<file path="src/rtl/smb_blkrd_pkg.sv">
package smb_blkrd_pkg;
  localparam int REG_AW = 3;
  localparam logic [REG_AW-1:0] RA_CTRL  = 3'd0;
  localparam logic [REG_AW-1:0] RA_STAT  = 3'd1;
  localparam logic [REG_AW-1:0] RA_CMD   = 3'd2;
  localparam logic [REG_AW-1:0] RA_SLAVE = 3'd3;
  localparam logic [REG_AW-1:0] RA_DATA  = 3'd4;

  localparam int CB_IRQEN = 0;
  localparam int CB_START = 1;
  localparam int CB_KILL  = 2;
  localparam int CB_LAST  = 3;

  localparam int SB_BUSY   = 0;
  localparam int SB_DONE   = 1;
  localparam int SB_DEVERR = 2;
  localparam int SB_BYTE   = 3;
  localparam int STAT_W    = 4;

  typedef enum logic [2:0] {
    OP_START     = 3'd0,
    OP_SEND      = 3'd1,
    OP_RECV_ACK  = 3'd2,
    OP_RECV_NACK = 3'd3,
    OP_STOP      = 3'd4
  } bus_op_e;

  typedef enum logic [2:0] {
    STEP_AW, STEP_CMD, STEP_AR, STEP_RX, STEP_RXL,
    STEP_STOP_OK, STEP_STOP_ERR, STEP_STOP_KILL
  } step_e;

  typedef struct packed {
    logic data;       // load received byte
    logic byte_done;  // set byte-done
    logic fin;        // transfer complete
    logic err;        // device error
    logic abort;      // killed
  } ev_t;
endpackage

</file>
<file path="src/rtl/smb_blkrd_regs.sv">
module smb_blkrd_regs
  import smb_blkrd_pkg::*;
#(
  parameter int DW = 8
) (
  input  logic              clk,
  input  logic              rst_n,
  input  logic              reg_wr,
  input  logic [REG_AW-1:0] reg_addr,
  input  logic [DW-1:0]     reg_wdata,
  output logic [DW-1:0]     reg_rdata,
  input  ev_t               ev,
  input  logic [DW-1:0]     ev_byte,
  output logic              go,
  output logic              advance,
  output logic              kill,
  output logic              last_byte,
  output logic              irq_en,
  output logic [DW-1:0]     cmd_byte,
  output logic [DW-1:0]     slave_byte,
  output logic [DW-1:0]     stat,
  output logic              irq
);
  logic [STAT_W-1:0] stat_q, stat_d;
  logic [DW-1:0]     data_q;
  logic              wr_ctrl, wr_stat;

  assign wr_ctrl = reg_wr && (reg_addr == RA_CTRL);
  assign wr_stat = reg_wr && (reg_addr == RA_STAT);

  assign go      = wr_ctrl && reg_wdata[CB_START] && !stat_q[SB_BUSY];
  assign kill    = wr_ctrl && reg_wdata[CB_KILL] && stat_q[SB_BUSY];
  assign advance = wr_stat && reg_wdata[SB_BYTE] && stat_q[SB_BYTE];

  always_comb begin
    stat_d = stat_q;
    if (wr_stat)
      stat_d[STAT_W-1:1] = stat_q[STAT_W-1:1] & ~reg_wdata[STAT_W-1:1];
    if (go)           stat_d[SB_BUSY] = 1'b1;
    if (ev.byte_done) stat_d[SB_BYTE] = 1'b1;
    if (ev.fin) begin
      stat_d[SB_DONE] = 1'b1;
      stat_d[SB_BUSY] = 1'b0;
    end
    if (ev.err) begin
      stat_d[SB_DEVERR] = 1'b1;
      stat_d[SB_BUSY]   = 1'b0;
    end
    if (ev.abort) begin
      stat_d[SB_BUSY] = 1'b0;
      stat_d[SB_BYTE] = 1'b0;
    end
  end

  always_ff @(posedge clk) begin
    if (!rst_n) begin
      stat_q     <= '0;
      data_q     <= '0;
      irq_en     <= 1'b0;
      last_byte  <= 1'b0;
      cmd_byte   <= '0;
      slave_byte <= '0;
    end else begin
      stat_q <= stat_d;
      if (ev.data) data_q <= ev_byte;
      if (wr_ctrl) begin
        irq_en    <= reg_wdata[CB_IRQEN];
        last_byte <= reg_wdata[CB_LAST];
      end
      if (reg_wr && reg_addr == RA_CMD)   cmd_byte   <= reg_wdata;
      if (reg_wr && reg_addr == RA_SLAVE) slave_byte <= reg_wdata;
    end
  end

  assign stat = {{(DW-STAT_W){1'b0}}, stat_q};
  assign irq  = irq_en && (|stat_q[STAT_W-1:1]);

  always_comb begin
    case (reg_addr)
      RA_CTRL:  reg_rdata = {{(DW-4){1'b0}}, last_byte, 2'b00, irq_en};
      RA_STAT:  reg_rdata = stat;
      RA_CMD:   reg_rdata = cmd_byte;
      RA_SLAVE: reg_rdata = slave_byte;
      RA_DATA:  reg_rdata = data_q;
      default:  reg_rdata = '0;
    endcase
  end
endmodule

</file>
<file path="src/rtl/smb_blkrd_link.sv">
module smb_blkrd_link
  import smb_blkrd_pkg::*;
#(
  parameter int DW = 8
) (
  input  logic          clk,
  input  logic          rst_n,
  input  logic          req,
  input  bus_op_e       req_op,
  input  logic [DW-1:0] req_byte,
  output logic          done,
  output logic [DW-1:0] done_byte,
  output logic          done_nack,
  output logic          cmd_valid,
  input  logic          cmd_ready,
  output bus_op_e       cmd_op,
  output logic [DW-1:0] cmd_byte,
  input  logic          rsp_valid,
  output logic          rsp_ready,
  input  logic [DW-1:0] rsp_byte,
  input  logic          rsp_nack
);
  typedef enum logic [1:0] {L_IDLE, L_CMD, L_RSP} lst_e;
  lst_e st_q;

  always_ff @(posedge clk) begin
    if (!rst_n) begin
      st_q      <= L_IDLE;
      cmd_op    <= OP_STOP;
      cmd_byte  <= '0;
      done      <= 1'b0;
      done_byte <= '0;
      done_nack <= 1'b0;
    end else begin
      done <= 1'b0;
      case (st_q)
        L_IDLE: if (req) begin
          st_q     <= L_CMD;
          cmd_op   <= req_op;
          cmd_byte <= req_byte;
        end
        L_CMD: if (cmd_ready) st_q <= L_RSP;
        L_RSP: if (rsp_valid) begin
          st_q      <= L_IDLE;
          done      <= 1'b1;
          done_byte <= rsp_byte;
          done_nack <= rsp_nack;
        end
        default: st_q <= L_IDLE;
      endcase
    end
  end

  assign cmd_valid = (st_q == L_CMD);
  assign rsp_ready = (st_q == L_RSP);
endmodule

</file>
<file path="src/rtl/smb_blkrd_seq.sv">
module smb_blkrd_seq
  import smb_blkrd_pkg::*;
#(
  parameter int DW = 8
) (
  input  logic          clk,
  input  logic          rst_n,
  input  logic          go,
  input  logic          advance,
  input  logic          kill,
  input  logic          last_byte,
  input  logic [DW-1:0] slave_byte,
  input  logic [DW-1:0] cmd_byte,
  input  logic          done,
  input  logic          done_nack,
  output logic          req,
  output bus_op_e       req_op,
  output logic [DW-1:0] req_byte,
  output ev_t           ev
);
  typedef enum logic [1:0] {S_IDLE, S_RUN, S_HOLD} st_e;
  st_e           st_q, st_d;
  step_e         step_q, step_d;
  logic          kp_q, kp_d, req_d;
  bus_op_e       op_d;
  logic [DW-1:0] byte_d;
  logic [DW-1:0] addr_wr, addr_rd;
  logic          addr_phase;

  // direction bit of the programmed address is replaced in both phases
  assign addr_wr    = {slave_byte[DW-1:1], 1'b0};
  assign addr_rd    = {slave_byte[DW-1:1], 1'b1};
  assign addr_phase = (step_q == STEP_AW) || (step_q == STEP_CMD) || (step_q == STEP_AR);

  always_comb begin
    st_d   = st_q;
    step_d = step_q;
    req_d  = 1'b0;
    op_d   = req_op;
    byte_d = req_byte;
    ev     = '0;
    kp_d   = kp_q || (kill && st_q != S_IDLE);
    case (st_q)
      S_IDLE: begin
        kp_d = 1'b0;
        if (go) begin
          req_d = 1'b1; op_d = OP_START; byte_d = addr_wr;
          step_d = STEP_AW; st_d = S_RUN;
        end
      end
      S_HOLD: begin
        if (kp_d) begin
          req_d = 1'b1; op_d = OP_STOP; byte_d = '0;
          step_d = STEP_STOP_KILL; st_d = S_RUN;
        end else if (advance) begin
          req_d  = 1'b1;
          byte_d = '0;
          op_d   = last_byte ? OP_RECV_NACK : OP_RECV_ACK;
          step_d = last_byte ? STEP_RXL : STEP_RX;
          st_d   = S_RUN;
        end
      end
      S_RUN: if (done) begin
        case (step_q)
          STEP_STOP_OK:   begin ev.fin   = 1'b1; st_d = S_IDLE; kp_d = 1'b0; end
          STEP_STOP_ERR:  begin ev.err   = 1'b1; st_d = S_IDLE; kp_d = 1'b0; end
          STEP_STOP_KILL: begin ev.abort = 1'b1; st_d = S_IDLE; kp_d = 1'b0; end
          default: begin
            ev.data = (step_q == STEP_RX) || (step_q == STEP_RXL);
            if (addr_phase && done_nack) begin
              req_d = 1'b1; op_d = OP_STOP; byte_d = '0; step_d = STEP_STOP_ERR;
            end else if (kp_d) begin
              req_d = 1'b1; op_d = OP_STOP; byte_d = '0; step_d = STEP_STOP_KILL;
            end else begin
              case (step_q)
                STEP_AW: begin
                  req_d = 1'b1; op_d = OP_SEND; byte_d = cmd_byte; step_d = STEP_CMD;
                end
                STEP_CMD: begin
                  req_d = 1'b1; op_d = OP_START; byte_d = addr_rd; step_d = STEP_AR;
                end
                STEP_AR: begin
                  req_d = 1'b1; op_d = OP_RECV_ACK; byte_d = '0; step_d = STEP_RX;
                end
                STEP_RX: begin
                  ev.byte_done = 1'b1; st_d = S_HOLD;
                end
                default: begin
                  req_d = 1'b1; op_d = OP_STOP; byte_d = '0; step_d = STEP_STOP_OK;
                end
              endcase
            end
          end
        endcase
      end
      default: st_d = S_IDLE;
    endcase
  end

  always_ff @(posedge clk) begin
    if (!rst_n) begin
      st_q     <= S_IDLE;
      step_q   <= STEP_AW;
      kp_q     <= 1'b0;
      req      <= 1'b0;
      req_op   <= OP_STOP;
      req_byte <= '0;
    end else begin
      st_q     <= st_d;
      step_q   <= step_d;
      kp_q     <= kp_d;
      req      <= req_d;
      req_op   <= op_d;
      req_byte <= byte_d;
    end
  end
endmodule

</file>
<file path="src/rtl/smb_blkrd_host.sv">
module smb_blkrd_host
  import smb_blkrd_pkg::*;
#(
  parameter int DW = 8
) (
  input  logic              clk,
  input  logic              rst_n,
  input  logic              reg_wr,
  input  logic [REG_AW-1:0] reg_addr,
  input  logic [DW-1:0]     reg_wdata,
  output logic [DW-1:0]     reg_rdata,
  output logic              irq,
  output logic              bus_cmd_valid,
  input  logic              bus_cmd_ready,
  output logic [2:0]        bus_cmd_op,
  output logic [DW-1:0]     bus_cmd_byte,
  input  logic              bus_rsp_valid,
  output logic              bus_rsp_ready,
  input  logic [DW-1:0]     bus_rsp_byte,
  input  logic              bus_rsp_nack
);
  logic          go_w, adv_w, kill_w, last_w, irq_en_w;
  logic [DW-1:0] cmd_w, slave_w, stat_w, done_byte_w, req_byte_w;
  logic          req_w, done_w, done_nack_w;
  bus_op_e       req_op_w, cmd_op_w;
  ev_t           ev_w;

  smb_blkrd_regs #(.DW(DW)) u_regs (
    .clk(clk), .rst_n(rst_n), .reg_wr(reg_wr), .reg_addr(reg_addr),
    .reg_wdata(reg_wdata), .reg_rdata(reg_rdata), .ev(ev_w), .ev_byte(done_byte_w),
    .go(go_w), .advance(adv_w), .kill(kill_w), .last_byte(last_w),
    .irq_en(irq_en_w), .cmd_byte(cmd_w), .slave_byte(slave_w),
    .stat(stat_w), .irq(irq)
  );

  smb_blkrd_seq #(.DW(DW)) u_seq (
    .clk(clk), .rst_n(rst_n), .go(go_w), .advance(adv_w), .kill(kill_w),
    .last_byte(last_w), .slave_byte(slave_w), .cmd_byte(cmd_w),
    .done(done_w), .done_nack(done_nack_w), .req(req_w), .req_op(req_op_w),
    .req_byte(req_byte_w), .ev(ev_w)
  );

  smb_blkrd_link #(.DW(DW)) u_link (
    .clk(clk), .rst_n(rst_n), .req(req_w), .req_op(req_op_w), .req_byte(req_byte_w),
    .done(done_w), .done_byte(done_byte_w), .done_nack(done_nack_w),
    .cmd_valid(bus_cmd_valid), .cmd_ready(bus_cmd_ready), .cmd_op(cmd_op_w),
    .cmd_byte(bus_cmd_byte), .rsp_valid(bus_rsp_valid), .rsp_ready(bus_rsp_ready),
    .rsp_byte(bus_rsp_byte), .rsp_nack(bus_rsp_nack)
  );

  assign bus_cmd_op = cmd_op_w;
endmodule

</file>
<file path="config.mk">
export PLATFORM = sky130hd
export DESIGN_NAME = smb_blkrd_host
export DESIGN_NICKNAME = d
export VERILOG_FILES = /design/src/rtl/smb_blkrd_pkg.sv /design/src/rtl/smb_blkrd_regs.sv /design/src/rtl/smb_blkrd_link.sv /design/src/rtl/smb_blkrd_seq.sv /design/src/rtl/smb_blkrd_host.sv
export SDC_FILE = /design/constraint.sdc
export NUM_CORES = 1
export LEC_CHECK = 0
export BUFFER_PORTS_ARGS = -buffer_cell sky130_fd_sc_hd__buf_2
export CAP_MARGIN = 15
export CELL_PAD_IN_SITES_DETAIL_PLACEMENT = 1
export CELL_PAD_IN_SITES_GLOBAL_PLACEMENT = 1
export CORE_MARGIN = 2
export CORE_UTILIZATION = 25
export CTS_BUF_LIST = sky130_fd_sc_hd__clkbuf_4 sky130_fd_sc_hd__clkbuf_8
export DETAILED_ROUTE_END_ITERATION = 8
export GPL_TIMING_DRIVEN = 1
export PLACE_DENSITY_LB_ADDON = 0.15
export SYNTH_ARGS = -nofsm -noshare
export SYNTH_HDL_FRONTEND = slang
export SYNTH_HIERARCHICAL = 1
export SYNTH_SLANG_ARGS = --single-unit
</file>
<file path="constraint.sdc">
create_clock -name clk -period 2.23 [get_ports clk]
set_input_delay 0.446 -clock clk [delete_from_list [all_inputs] [get_ports clk]]
set_output_delay 0.446 -clock clk [all_outputs]
set_load 0.02 [all_outputs]
</file>
==> run metrics, run 1 <==
Row Count 43; grt ovf 0; CTS tree yes; flop2flop setup slack between 150 and 200 ps; setup violators final 0; Clock Latency Late Sink 350 ps; DR pass1 iterations 4; Met1 Wirelength ~5400 um; worst vdd ir ~0.00032 V; Die X between 100 and 150 um; crit start category input port; PD cells about 670 nW/um2; Final Hold Viols 0; most common cell after layout, fill and taps aside dfxtp_1; Clk pin slew, worst setup/hold paths 70 ps; WL met2 4120 um; setup TNS 0 ps; fillcell total 1643; antenna cells 0; Max clock buf depth 2; DRC viols 0; largest net degree at the start of global routing 52; H-Tree Depth 3; area delta synth->final 20.0%; starting density of the core 0.254; Post-DRT Antenna Nets 0; Post-Place Cells 617; Design Power 2810 uW; IO buf count 46; CTS Hold Buffers Added 0; Worst Setup Path Type in2out; Cell Chain, Critical Path buf_2 -> buf_4 -> mux2_2 -> a22oi_1 -> o22ai_1 -> buf_2; area of the core 13800 um2; clock root buffer clkbuf_8; DRT Wirelength 10000 um; RSZ-0062 raised after global routing false; GRT Total Usage 0.141; slew margin rel. 0.543; post-cts resize count 0; CP max-delay cell mux2_2; Slew @ Worst Pin 686 ps; first-pass GRT wire length 16200 um; commonest non-fill, non-tap cells in the layout dfxtp_1 (71), nand2_1 (59), buf_2 (46), o21ai_0 (38), mux2i_1 (36); clk_skew 9.01 ps; Crit path top cell by count buf_2; worst min-delay path class in2reg; Post-CTS Setup Inserts 0; MaxCap Viol Count 0; max layer used met4; Detail Placement HPWL around 7500 um; Crit. End Element primary output; Peak Freq 0.485 GHz; Wirelength per Cell 15.8 um; Die Span Y 123 um; vias per cell 4.64; WP data required 1780 ps; Sink Count a little over 70; Final min period 2060 ps; Final WS setup 169 ps; area occupied by multi-input gates 1870 um2; Synth Cell Area 3510 um2; WL met3 337 um; critical path arrival 1610 ps; Final Max Slew Viols 0; LEAKAGE 0.00156 uW; initial antenna violation count 0; Worst path max stage delay approximately 370 ps; Yosys warnings 6; I/O pin count 47; Reg area 1420 um2; Nets around 480; syn_area_per_cell 9.01 um2; Iter 0 DRT Violations 140; Cells after Synth 390; GPL Wtd Cong 0.776; Layout Cells excl Fill 633; period utilization 0.924; layout cells sized above 1 0.241; DIE AREA around 15000 um2; Via Count approximately 2.9k; vias in the first global route 2998; pre-CTS setup slack -114 ps; syn_nets 420; Crit Path Max Fanout 14; outcome finished, final reports clean; clock buffer count from CTS 9
==> path summary, 6_finish.rpt <==
path	from	to	depth (start not counted)
setup / recovery	reg_addr[0]	reg_rdata[3]	6
hold / removal	bus_cmd_ready	u_link/st_q[0]	2
setup reg to reg	u_seq/st_q[0]	u_seq/req_byte[5]	7
hold reg to reg	u_link/cmd_op[1]	u_link/cmd_op[1]	2
==> routing by layer <==
metal  vias up  global-route usage
met5         -                   0
met4         0              0.0503
met3        13              0.0344
met2        55               0.203
met1      1374               0.203
li1       1495                   -
==> flip-flops by register name (all words and copies together), names as in the netlist <==
signal,cells
u_link/cmd_byte,8
u_link/cmd_op,3
u_link/done,1
u_link/done_byte,8
u_link/done_nack,1
u_link/st_q,2
u_regs/cmd_byte,8
u_regs/data_q,8
u_regs/irq_en,1
u_regs/last_byte,1
u_regs/slave_byte,8
u_regs/stat_q,4
u_seq/kp_q,1
u_seq/req,1
u_seq/req_byte,8
u_seq/req_op,3
u_seq/st_q,2
u_seq/step_q,3
==> critical path: cells and delay by family <==
kind,cells,cell delay (ps)
buffers and inverters,3,540
multiplexers,1,370
AO/OA/AOI/OAI,2,260
==> cell type report <==
class                           count  area share
Inverter                           12      0.0107
Clock inverter                      6      0.0145
Sequential cell                    71       0.337
Clock buffer                       10      0.0311
Tap cell                          180      0.0534
Timing Repair Buffer               74       0.110
Multi-Input combinational cell    280       0.443
==> through the flow <==
stage / util / area, um2 / hold WS [ps]
floorplan: - / 3520 / 434
global placement: 0.291 / 4030 / 440
detailed placement: 0.291 / 4030 / 446
CTS: 0.305 / 4220 / 295
global route: 0.305 / 4220 / 298
finish: 0.305 / 4220 / 315
==> report_power, final <==
group / switching, uW / internal [uW]
clock: 506 / 525
combinational: 251 / 177
sequential: 38.8 / 1310
No activity file was read; power rests on OpenSTA's default activity.
==> run 2, diff against run 1 <==
==> constraint.sdc (replaced) <==
create_clock -name clk -period 2.56 [get_ports clk]
set_input_delay 0.512 -clock clk [delete_from_list [all_inputs] [get_ports clk]]
set_output_delay 0.512 -clock clk [all_outputs]
set_load 0.02 [all_outputs]
==> run 2 against run 1 <==
  * Count of clock-buffer cells in the layout is 2 higher
  * Largest cell class unchanged
  * Via count is 1.2% lower
  * First-iteration DRC count is 15% lower
  * Cell count is 1.9% lower
  * Register-to-register slack better by 230 ps
  * Die area stayed put
  * Critical path depth stayed put
  * Highest routed layer unchanged
  * Clock power is 4% higher
  * Sequential share of layout area is 0.38 points higher
  * Combinational power is 20% lower
  * Critical endpoint unchanged
  * Power is 7.4% lower
  * Wire length is 0.22% lower
==> run metrics, run 2 (synthesis gave the netlist of run 1 again) <==
outcome finished, final reports clean (unchanged); Post-CTS Setup Inserts 0 (unchanged); area delta synth->final 18.7% (was 20.0%); clock root buffer clkbuf_8 (unchanged); CTS Hold Buffers Added 0 (unchanged); Clk pin slew, worst setup/hold paths 80 ps (was 70 ps); post-cts resize count 0 (unchanged); clock buffer count from CTS 9 (unchanged); GRT Total Usage 0.141 (about the same); Via Count 2903 (was 2937); grt ovf 0 (unchanged); Hold Path Origin bus_cmd_ready (unchanged); gr busiest metal met2 (was met1); DRC viols 0 (unchanged); Sink Count 71 (unchanged); H-Tree Depth 3 (unchanged); area occupied by multi-input gates 1870 um2 (unchanged); Peak Freq 0.457 GHz; Row Count 43 (unchanged); DRT Wirelength 9980 um (was 10000 um); vias in the first global route 2924 (was 2998); worst vdd ir 0.000284 V (was 0.000323 V); Final Hold Viols 0 (unchanged); RSZ-0062 raised after global routing false (unchanged); Max clock buf depth 2 (unchanged); critical path arrival 1680 ps (was 1610 ps); CTS tree yes (unchanged); setup TNS 0 ps (unchanged); Reg area 1420 um2 (unchanged); MaxCap Viol Count 0 (unchanged); slew margin rel. 0.558 (was 0.543); Clock Latency Late Sink 360 ps (was 350 ps); fillcell total 1629 (was 1643); Layout Cells excl Fill 621 (was 633); commonest non-fill, non-tap cells in the layout dfxtp_1 (71), nand2_1 (59), buf_2 (46), o21ai_0 (38), mux2i_1 (36) (unchanged); GPL Wtd Cong 0.820 (was 0.776); LEAKAGE 0.00152 uW (was 0.00156 uW); GR Util met1 0.201 (was 0.203); Post-DRT Antenna Nets 0 (unchanged); initial antenna violation count 0 (unchanged); clk_skew 7.02 ps (was 9.01 ps); worst min-delay path class in2reg (unchanged); Wirelength per Cell 16.1 um (was 15.8 um); first-pass GRT wire length 16100 um (was 16200 um); Final Max Slew Viols 0 (unchanged); Nets 466 (was 478); Design Power 2600 uW (was 2810 uW); Worst Setup Path Type in2out (unchanged); antenna cells 0 (unchanged); Post-Place Cells 605 (was 617); Slew @ Worst Pin 662 ps (was 686 ps); Crit Path Max Fanout 15 (was 14); period utilization 0.855; vias per cell 4.67 (was 4.64); Iter 0 DRT Violations 119 (was 140); Die Span Y 123 um (unchanged); area of the core 13800 um2 (unchanged); met3 Usage GRT 0.0455 (was 0.0344); IO buf count 46 (unchanged); crit start category input port (unchanged); Die X 123 um (unchanged); WP data required 2050 ps (was 1780 ps); RR Startpoint u_seq/st_q[0] (unchanged); Critical Path Start reg_addr[0] (unchanged); layout cells sized above 1 0.220 (was 0.241); PD cells 624 nW/um2 (was 667 nW/um2); Crit. End Element primary output (unchanged); starting density of the core 0.254 (unchanged); DR pass1 iterations 4 (unchanged); most common cell after layout, fill and taps aside dfxtp_1 (unchanged); largest net degree at the start of global routing 79 (was 52); Detail Placement HPWL 7330 um (was 7470 um); GR met2 Demand/Resource 0.204 (was 0.203); Final min period 2190 ps; I/O pin count 47 (unchanged); setup violators final 0 (unchanged); DIE AREA 15000 um2 (unchanged)
-- run 2: changes by cell type in the layout (fill, tap and decap cells not counted) --
cell,change
buf_4,-12
clkinv_2,-3
clkbuf_8,+2
bufinv_16,+1
clkinv_4,-1
inv_6,+1
-- run 2: final timing paths --
| check | cells after the start | slack [ps] | to |
|---|---|---|---|
| worst min register to register | 2 | 460 | u_link/cmd_byte[4] |
| worst max-delay path | 6 | 370 | reg_rdata[3] |
| worst min-delay path | 2 | 360 | u_link/st_q[0] |
| worst max register to register | 7 | 410 | u_seq/req_byte[4] |
-- run 2: routing by layer --
| layer | vias to the layer above | wire (um) |
|---|---|---|
| li1 | 1473 | - |
| met3 | 8 | 416 |
| met5 | - | 0 |
| met4 | 0 | 89 |
| met1 | 1369 | 5310 |
| met2 | 53 | 4170 |
-- run 2: cell type report --
cell class,count,share of cell area
well taps,180,0.0540
clock buffers,12,0.0381
clock inverters,4,0.0183
inverters,12,0.0108
multi-input cells,280,0.448
repair buffers,62,0.0900
flip-flops and latches,71,0.341
-- run 2: worst max-delay path, stage by stage --
cell and delay (ps):
buf_2 110, buf_4 240, mux2_2 370, a22oi_1 150, o22ai_1 110, buf_2 170
-- run 2: through the flow --
stage	setup WS (ps)	hold slack (ps)	util	cell area (um2)
finish	372	363	0.302	4170
global route	231	336	0.302	4170
CTS	365	334	0.302	4170
detailed placement	71.2	445	0.285	3940
global placement	90.6	443	0.285	3940
floorplan	184	434	-	3510
-- run 2: report_power, final --
| group | switching (uW) | internal [uW] |
|---|---|---|
| Clock | 452 | 617 |
| Sequential | 45.8 | 1150 |
| Combinational | 205 | 139 |
